==> src/rtl/ctrl_pkg.sv <==
package ctrl_pkg;

  localparam int OPC_W   = 7;
  localparam int F3_W    = 3;
  localparam int F7_W    = 7;
  localparam int ALUOP_W = 4;
  localparam int WBSEL_W = 2;

  localparam logic [OPC_W-1:0] OPC_REG    = 7'b0110011;
  localparam logic [OPC_W-1:0] OPC_IMM    = 7'b0010011;
  localparam logic [OPC_W-1:0] OPC_LOAD   = 7'b0000011;
  localparam logic [OPC_W-1:0] OPC_STORE  = 7'b0100011;
  localparam logic [OPC_W-1:0] OPC_BRANCH = 7'b1100011;
  localparam logic [OPC_W-1:0] OPC_JAL    = 7'b1101111;
  localparam logic [OPC_W-1:0] OPC_JALR   = 7'b1100111;
  localparam logic [OPC_W-1:0] OPC_LUI    = 7'b0110111;
  localparam logic [OPC_W-1:0] OPC_AUIPC  = 7'b0010111;

  typedef enum logic [ALUOP_W-1:0] {
    ALU_ADD  = 4'd0,
    ALU_SUB  = 4'd1,
    ALU_AND  = 4'd2,
    ALU_OR   = 4'd3,
    ALU_XOR  = 4'd4,
    ALU_SLT  = 4'd5,
    ALU_SLTU = 4'd6,
    ALU_SLL  = 4'd7,
    ALU_SRL  = 4'd8,
    ALU_SRA  = 4'd9
  } alu_op_e;

  typedef enum logic [WBSEL_W-1:0] {
    WB_ALU  = 2'd0,
    WB_MEM  = 2'd1,
    WB_LINK = 2'd2,
    WB_UIMM = 2'd3
  } wb_sel_e;

  typedef enum logic [3:0] {
    CLS_NONE,
    CLS_REG,
    CLS_IMM,
    CLS_LOAD,
    CLS_STORE,
    CLS_BRANCH,
    CLS_JAL,
    CLS_JALR,
    CLS_LUI,
    CLS_AUIPC
  } instr_class_e;

  typedef struct packed {
    logic    reg_write;
    logic    alu_src;
    logic    mem_read;
    logic    mem_write;
    logic    branch;
    wb_sel_e wb_sel;
  } ctrl_bits_t;

endpackage

==> src/rtl/opcode_classifier.sv <==
module opcode_classifier
  import ctrl_pkg::*;
(
  input  logic [OPC_W-1:0] opcode_i,
  output instr_class_e     cls_o
);

  always_comb begin
    unique case (opcode_i)
      OPC_REG:    cls_o = CLS_REG;
      OPC_IMM:    cls_o = CLS_IMM;
      OPC_LOAD:   cls_o = CLS_LOAD;
      OPC_STORE:  cls_o = CLS_STORE;
      OPC_BRANCH: cls_o = CLS_BRANCH;
      OPC_JAL:    cls_o = CLS_JAL;
      OPC_JALR:   cls_o = CLS_JALR;
      OPC_LUI:    cls_o = CLS_LUI;
      OPC_AUIPC:  cls_o = CLS_AUIPC;
      default:    cls_o = CLS_NONE;
    endcase
  end

endmodule

==> src/rtl/main_ctrl.sv <==
module main_ctrl
  import ctrl_pkg::*;
(
  input  instr_class_e cls_i,
  output ctrl_bits_t   ctrl_o
);

  always_comb begin
    // safe default: nothing architectural changes
    ctrl_o = '{reg_write: 1'b0, alu_src: 1'b0, mem_read: 1'b0,
               mem_write: 1'b0, branch: 1'b0, wb_sel: WB_ALU};
    unique case (cls_i)
      CLS_REG: begin
        ctrl_o.reg_write = 1'b1;
      end
      CLS_IMM: begin
        ctrl_o.reg_write = 1'b1;
        ctrl_o.alu_src   = 1'b1;
      end
      CLS_LOAD: begin
        ctrl_o.reg_write = 1'b1;
        ctrl_o.alu_src   = 1'b1;
        ctrl_o.mem_read  = 1'b1;
        ctrl_o.wb_sel    = WB_MEM;
      end
      CLS_STORE: begin
        ctrl_o.alu_src   = 1'b1;
        ctrl_o.mem_write = 1'b1;
      end
      CLS_BRANCH: begin
        ctrl_o.branch    = 1'b1;
      end
      CLS_JAL, CLS_JALR: begin
        ctrl_o.reg_write = 1'b1;
        ctrl_o.alu_src   = 1'b1;
        ctrl_o.wb_sel    = WB_LINK;
      end
      CLS_LUI, CLS_AUIPC: begin
        ctrl_o.reg_write = 1'b1;
        ctrl_o.alu_src   = 1'b1;
        ctrl_o.wb_sel    = WB_UIMM;
      end
      default: begin
      end
    endcase
  end

endmodule

==> src/rtl/alu_op_decoder.sv <==
module alu_op_decoder
  import ctrl_pkg::*;
#(
  parameter int ALT_BIT = 5   // funct7 bit that picks the alternate operation
) (
  input  instr_class_e    cls_i,
  input  logic [F3_W-1:0] funct3_i,
  input  logic [F7_W-1:0] funct7_i,
  output alu_op_e         alu_op_o
);

  logic alt;
  assign alt = funct7_i[ALT_BIT];

  // shared funct3 table; sub_ok permits the alternate on funct3=000
  function automatic alu_op_e table_op(input logic [F3_W-1:0] f3,
                                       input logic alt_b,
                                       input logic sub_ok);
    alu_op_e r;
    unique case (f3)
      3'b000:  r = (alt_b && sub_ok) ? ALU_SUB : ALU_ADD;
      3'b001:  r = ALU_SLL;
      3'b010:  r = ALU_SLT;
      3'b011:  r = ALU_SLTU;
      3'b100:  r = ALU_XOR;
      3'b101:  r = alt_b ? ALU_SRA : ALU_SRL;
      3'b110:  r = ALU_OR;
      default: r = ALU_AND;
    endcase
    return r;
  endfunction

  always_comb begin
    unique case (cls_i)
      CLS_REG:    alu_op_o = table_op(funct3_i, alt, 1'b1);
      CLS_IMM:    alu_op_o = table_op(funct3_i, alt, 1'b0);
      CLS_BRANCH: alu_op_o = ALU_SUB;
      default:    alu_op_o = ALU_ADD;
    endcase
  end

endmodule

==> src/rtl/ctrl_decoder.sv <==
module ctrl_decoder
  import ctrl_pkg::*;
#(
  parameter int ALT_BIT = 5
) (
  input  logic [OPC_W-1:0]   opcode_i,
  input  logic [F3_W-1:0]    funct3_i,
  input  logic [F7_W-1:0]    funct7_i,
  output logic               reg_write_o,
  output logic               alu_src_o,
  output logic               mem_read_o,
  output logic               mem_write_o,
  output logic               branch_o,
  output logic [ALUOP_W-1:0] alu_op_o,
  output logic [WBSEL_W-1:0] wb_sel_o
);

  instr_class_e cls;
  ctrl_bits_t   ctrl;
  alu_op_e      op;

  opcode_classifier u_cls (
    .opcode_i (opcode_i),
    .cls_o    (cls)
  );

  main_ctrl u_main (
    .cls_i  (cls),
    .ctrl_o (ctrl)
  );

  alu_op_decoder #(.ALT_BIT(ALT_BIT)) u_alu (
    .cls_i    (cls),
    .funct3_i (funct3_i),
    .funct7_i (funct7_i),
    .alu_op_o (op)
  );

  assign reg_write_o = ctrl.reg_write;
  assign alu_src_o   = ctrl.alu_src;
  assign mem_read_o  = ctrl.mem_read;
  assign mem_write_o = ctrl.mem_write;
  assign branch_o    = ctrl.branch;
  assign wb_sel_o    = ctrl.wb_sel;
  assign alu_op_o    = op;

  // cross-unit consistency between the enable decode and the ALU decode
  always_comb begin
    AST_MEM_EXCLUSIVE: assert (!(mem_read_o && mem_write_o));
    AST_BRANCH_NO_WB: assert (!(branch_o && reg_write_o));
    if (branch_o) begin
      AST_BRANCH_SUB: assert (alu_op_o == ALU_SUB);
    end
    if (mem_read_o) begin
      AST_LOAD_MEM_WB: assert (wb_sel_o == WB_MEM && alu_op_o == ALU_ADD);
    end
    if (mem_write_o) begin
      AST_STORE_NO_REG: assert (!reg_write_o && alu_op_o == ALU_ADD);
    end
    if (!reg_write_o && !mem_read_o && !mem_write_o && !branch_o) begin
      AST_IDLE_QUIET: assert (alu_op_o == ALU_ADD && wb_sel_o == WB_ALU);
    end
    if (reg_write_o && !alu_src_o) begin
      AST_REG_FORM_ALU_WB: assert (wb_sel_o == WB_ALU);
    end
  end

endmodule

==> config.mk <==
export PLATFORM = sky130hd
export DESIGN_NAME = ctrl_decoder
export DESIGN_NICKNAME = d
export VERILOG_FILES = /design/src/rtl/ctrl_pkg.sv /design/src/rtl/opcode_classifier.sv /design/src/rtl/main_ctrl.sv /design/src/rtl/alu_op_decoder.sv /design/src/rtl/ctrl_decoder.sv
export SDC_FILE = /design/constraint.sdc
export NUM_CORES = 1
export LEC_CHECK = 0
export ABC_AREA = 1
export BUFFER_PORTS_ARGS = -buffer_cell sky130_fd_sc_hd__buf_2
export CAP_MARGIN = 20
export CORE_AREA = 2 2 39 41
export DETAILED_ROUTE_END_ITERATION = 7
export DIE_AREA = 0 0 41 43
export GPL_TIMING_DRIVEN = 0
export PLACE_DENSITY_LB_ADDON = 0.05
export SLEW_MARGIN = 40
export SYNTH_ARGS = -nofsm -noshare
export SYNTH_HDL_FRONTEND = slang
export SYNTH_SLANG_ARGS = --single-unit
==> constraint.sdc <==
create_clock -name vclk -period 0.8
set_input_delay 0.04 -clock vclk [all_inputs]
set_output_delay 0.04 -clock vclk [all_outputs]
set_load 0.005 [all_outputs]
Yosys cells after proc, flatten, opt, wreduce, memory -nomap -nowiden

Index checks and enable logic that the tools add are counted.
Widths: inputs -> output; s select.

Register bits: 0
Word-level logic and storage cells: 41

Equality and inequality tests: 24
Reduce and logical (&&, ||, !) cells: 5
Mux-type cells: 12

Operator list:

| operator           | count |
|---|---|
| $pmux 4 s7         | 2 |
| $pmux 4 s9         | 1 |
| $eq 7x6->1 const B | 3 |
| $eq 7x7->1 const B | 3 |
| $eq 4x3->1 const B | 4 |
| $eq 7x5->1 const B | 2 |
| $reduce_or 7->1    | 2 |
| $pmux 4 s3         | 1 |
| $eq 3x3->1 const B | 3 |
| $eq 4x2->1 const B | 2 |
| $eq 4x4->1 const B | 2 |
| $eq 7x2->1 const B | 1 |
| $mux 1             | 7 |
| $eq 3x2->1 const B | 2 |
| $pmux 2 s3         | 1 |
| $eq 4x1->1 const B | 1 |
| $reduce_or 2->1    | 2 |
| $eq 3x1->1 const B | 1 |
| $logic_not 3->1    | 1 |

Longest topological paths before layout

Depth after elaboration: 5
Gate-level depth with buffers: 6
Mapped depth without buffers: 6

Hierarchy

A second synthesis with hierarchy kept.

Cell total of the unflattened synthesis: 78
Area, all modules: 366.6 µm²

Modules (own cells, without submodules):

| module            | area each (µm²) | instances | cells each |
|---|---|---|---|
| opcode_classifier | 145.1           | 1         | 27 |
| alu_op_decoder    | 136.4           | 1         | 31 |
| main_ctrl         | 85.1            | 1         | 20 |

Least setup slack after synthesis

No wires, ideal clock.

Path type: input-to-output
Start point: input port opcode_i[2]
End point: output port wb_sel_o[0]
Cell stages on the path: 5
Data arrival time: 559 ps
Path slack: 201 ps
Data required time: 760 ps
Cell sequence: nor2_1 -> nand2_2 -> inv_1 -> nand3_2 -> o21bai_1

Cells in the longest elaborated chain, start to end: 5

Ends and longest elaborated chain:

| item                                     | line                   | source |
|---|---|---|
| start: declaration                       | ctrl_decoder.sv:6      | `input logic [OPC_W-1:0] opcode_i,` |
| $eq 7x5->1 (tied with other cells)       | opcode_classifier.sv:9 | `unique case (opcode_i)` |
| $pmux 4 s9 *                             | opcode_classifier.sv:9 |  |
| $eq 4x4->1 or $eq 4x3->1 (tied branches) | main_ctrl.sv:12        | `unique case (cls_i)` |
| $reduce_or 2->1                          | n/a                    |  |
| $pmux 2 s3 *                             | main_ctrl.sv:12        |  |
| end: declaration                         | ctrl_decoder.sv:15     | `output logic [WBSEL_W-1:0] wb_sel_o` |

Mark *: on every way between the ends. The rest lies on a longest branch, timed or not.

Final worst setup path

Start point: input port opcode_i[3]
End point: output port wb_sel_o[0]

Same word-level chain as after synthesis.

==> results by group <==
Finish
  – # nets final: 99
  – Clk_buf instances: 0
  – Register area: 0 um2
  – Finished layout cell area: 504 um2
  – Post-layout util: 36.4%
  – P&R area growth vs syn: 104%
  – Number of standard cells in the layout, taps in and fillers out: 96
  – Antenna diodes: 0
  – Area of the multi-input gates: 260 um2
  – Fraction of layout cells with a size suffix above 1: 55.0%
  – Number of sequential cells in the layout: 0
  – Layout fillers: 157

Power
  – Largest vdd supply drop: 127 uV
  – Leak Pwr: 0.309 nW
  – Power per cell area: 340 nW/um2

Timing
  – Number of hold violations in the final report: 0
  – Number of setup violations in the final report: 0
  – Period minus WS final: 0.758 ns
  – Unrepaired setup endpoints after global routing: true
  – Final clock period utilization by the worst path: 94.8%
  – Worst rel slew slack: 87.8%
  – F_max: 1320 MHz
  – Actual transition at the worst max-transition pin: 0.181 ns
  – Number of pins exceeding their max-slew limit in the final report: 0

Critical path
  – Critical path start-end classification: input pin to primary output
  – Crit path launch type: input pin
  – Type of element capturing the critical path: primary output
  – Required time worst endpoint: 0.76 ns
  – Maximum net fanout on the critical path: 4
  – WP data arrival: 0.72 ns
  – Startpoint of the worst setup timing path: opcode_i[3]

Synth
  – Fraction of synthesized cell area taken by the top area cell type: 19.7%
  – Sequential element share of the synthesized area: 0%
  – Combined area of all synthesized cells: 248 um2
  – Gate count after technology mapping: 56
  – Synth Area per Inst: 4.42 um2
  – Library cell with the largest summed area after synthesis: sky130_fd_sc_hd__inv_1
  – Warnings, synthesis: 0
  – Nets in the synthesized netlist: 73
  – Unique masters post-synth: 12
  – Top cells by area in the synthesized netlist: sky130_fd_sc_hd__inv_1 20%, sky130_fd_sc_hd__nand2_1 20%, sky130_fd_sc_hd__nor2_1 18%

Detailed routing
  – Wire length per cell: 7.60 um
  – Number of DRC violations after detailed routing: 0
  – Detailed Route Iter0 Violations: 5
  – Total routed wirelength: 730 um
  – Via count of the routed design: 403
  – Count of antenna-violating nets left after detailed routing: 0
  – Post-detailed-route via-to-cell ratio: 4.20
  – Total iterations of the first detailed-routing run: 3

Floorplan
  – CORE AREA: 1380 um2
  – Number of placed I/O pins: 28
  – Initial standard-cell utilization of the core: 17.9%
  – Overall die area: 1760 um2
  – Number of rows created at floorplan: 14
  – Floorplan die height: 43 um
  – Die outline width: 41 um

GRT
  – Pin count of the biggest net entering global routing: 6
  – Initial antenna violation count: 0
  – Wire length of the first global-routing pass: 1190 um
  – Global routing usage summed across all routing layers: 8.69%
  – Via count of the first global-routing pass: 321
  – GRT Residual Overflow: 0

Min path
  – Worst min path class: input pin to primary output
  – Number of stages on the worst hold path: 3
  – Min-delay src: opcode_i[4]

Placement
  – # placed instances: 94
  – DP Wirelength: 623 um
  – Port Buffer Count: 22
  – Placer's final routability congestion estimate: 0.681
  – Placed instance area: 378 um2

Outcome
  – Status: finished, final reports clean

Run
  – Number of maximum-capacitance constraint violations: 0
[worst max-delay path: stages]
cell                       delay (ns)
sky130_fd_sc_hd__buf_8           0.10
sky130_fd_sc_hd__nor2_4          0.11
sky130_fd_sc_hd__nand2_4         0.09
sky130_fd_sc_hd__inv_4           0.07
sky130_fd_sc_hd__nand3_4         0.07
sky130_fd_sc_hd__o21bai_1        0.12
sky130_fd_sc_hd__buf_2           0.12
[cells in the mapped netlist]
cell type                  instances
sky130_fd_sc_hd__o21ai_0           2
sky130_fd_sc_hd__o21bai_1          1
sky130_fd_sc_hd__nor2_2            3
sky130_fd_sc_hd__nor2_1           12
sky130_fd_sc_hd__xor2_1            1
sky130_fd_sc_hd__nand3_2           1
sky130_fd_sc_hd__nand2_1          13
sky130_fd_sc_hd__a21oi_1           1
sky130_fd_sc_hd__nand2_2           1
sky130_fd_sc_hd__inv_2             1
sky130_fd_sc_hd__inv_1            13
sky130_fd_sc_hd__nand3_1           7
[report_power, final]
group | total, mW | internal (mW) | switching [mW]
logic | 0.172 | 0.0819 | 0.0897
registers | 0 | 0 | 0
clock network | 0 | 0 | 0
[per-layer routing]
| layer | part of all wire (%) | up-vias | global-route usage [%] |
|---|---|---|---|
| li1 | - | 217 | - |
| met1 | 42 | 175 | 13.9 |
| met2 | 52 | 11 | 13.4 |
| met3 | 5.5 | 0 | 0 |
| met4 | 0 | 0 | 0 |
| met5 | 0 | - | 0 |
[metrics by stage]
stage          TNS (ns)  worst slack (ns)  power (mW)  hold slack, ns
6_report              0            0.0415       0.172           0.326
5_1_grt          -0.207           -0.0548       0.190           0.342
4_1_cts               0           0.00745       0.132           0.377
3_5_place_dp     -0.415           -0.0798       0.111           0.375
3_3_place_gp     -0.466           -0.0799       0.112           0.384
2_1_floorplan         0             0.201      0.0577           0.111
[path summary, 6_finish.rpt]
kind,to
worst max-delay path,wb_sel_o[0]
worst min-delay path,mem_read_o
[kinds of logic (layout without fill, tap and decap cells)]
group | Yosys count | in the layout | share of synthesized area (%)
buffers and inverters | 14 | 38 | 21.2
and+or+nand+nor | 37 | 37 | 66.2
AOI/OAI and AO/OA | 4 | 4 | 9.09
xor gates and xnor gates | 1 | 1 | 3.54
[area by class of cell]
class,count,share of cell area [%]
well taps,16,3.97
inverters,14,11.9
multi-input cells,42,51.6
repair buffers,24,32.5
[timing repair]
action | in CTS | in global routing
gates resized for setup | 14 | 19
setup buffers | 0 | 2
hold buffers | 0 | 0
pin swaps | 5 | 12
endpoints found under the setup margin | 9 | 11
[placed cells by master, fill, tap and decap left out]
cell	Yosys	final
sky130_fd_sc_hd__a21oi_1	1	1
sky130_fd_sc_hd__buf_2	0	17
sky130_fd_sc_hd__buf_4	0	2
sky130_fd_sc_hd__buf_6	0	3
sky130_fd_sc_hd__buf_8	0	2
sky130_fd_sc_hd__inv_1	13	9
sky130_fd_sc_hd__inv_2	1	2
sky130_fd_sc_hd__inv_4	0	3
sky130_fd_sc_hd__nand2_1	13	10
sky130_fd_sc_hd__nand2_2	1	3
sky130_fd_sc_hd__nand2_4	0	1
sky130_fd_sc_hd__nand3_1	7	6
sky130_fd_sc_hd__nand3_2	1	1
sky130_fd_sc_hd__nand3_4	0	1
sky130_fd_sc_hd__nor2_1	12	6
sky130_fd_sc_hd__nor2_2	3	4
sky130_fd_sc_hd__nor2_4	0	5
sky130_fd_sc_hd__o21ai_0	2	2
sky130_fd_sc_hd__o21bai_1	1	1
sky130_fd_sc_hd__xor2_1	1	1
Power figures use the tool's default switching activity.
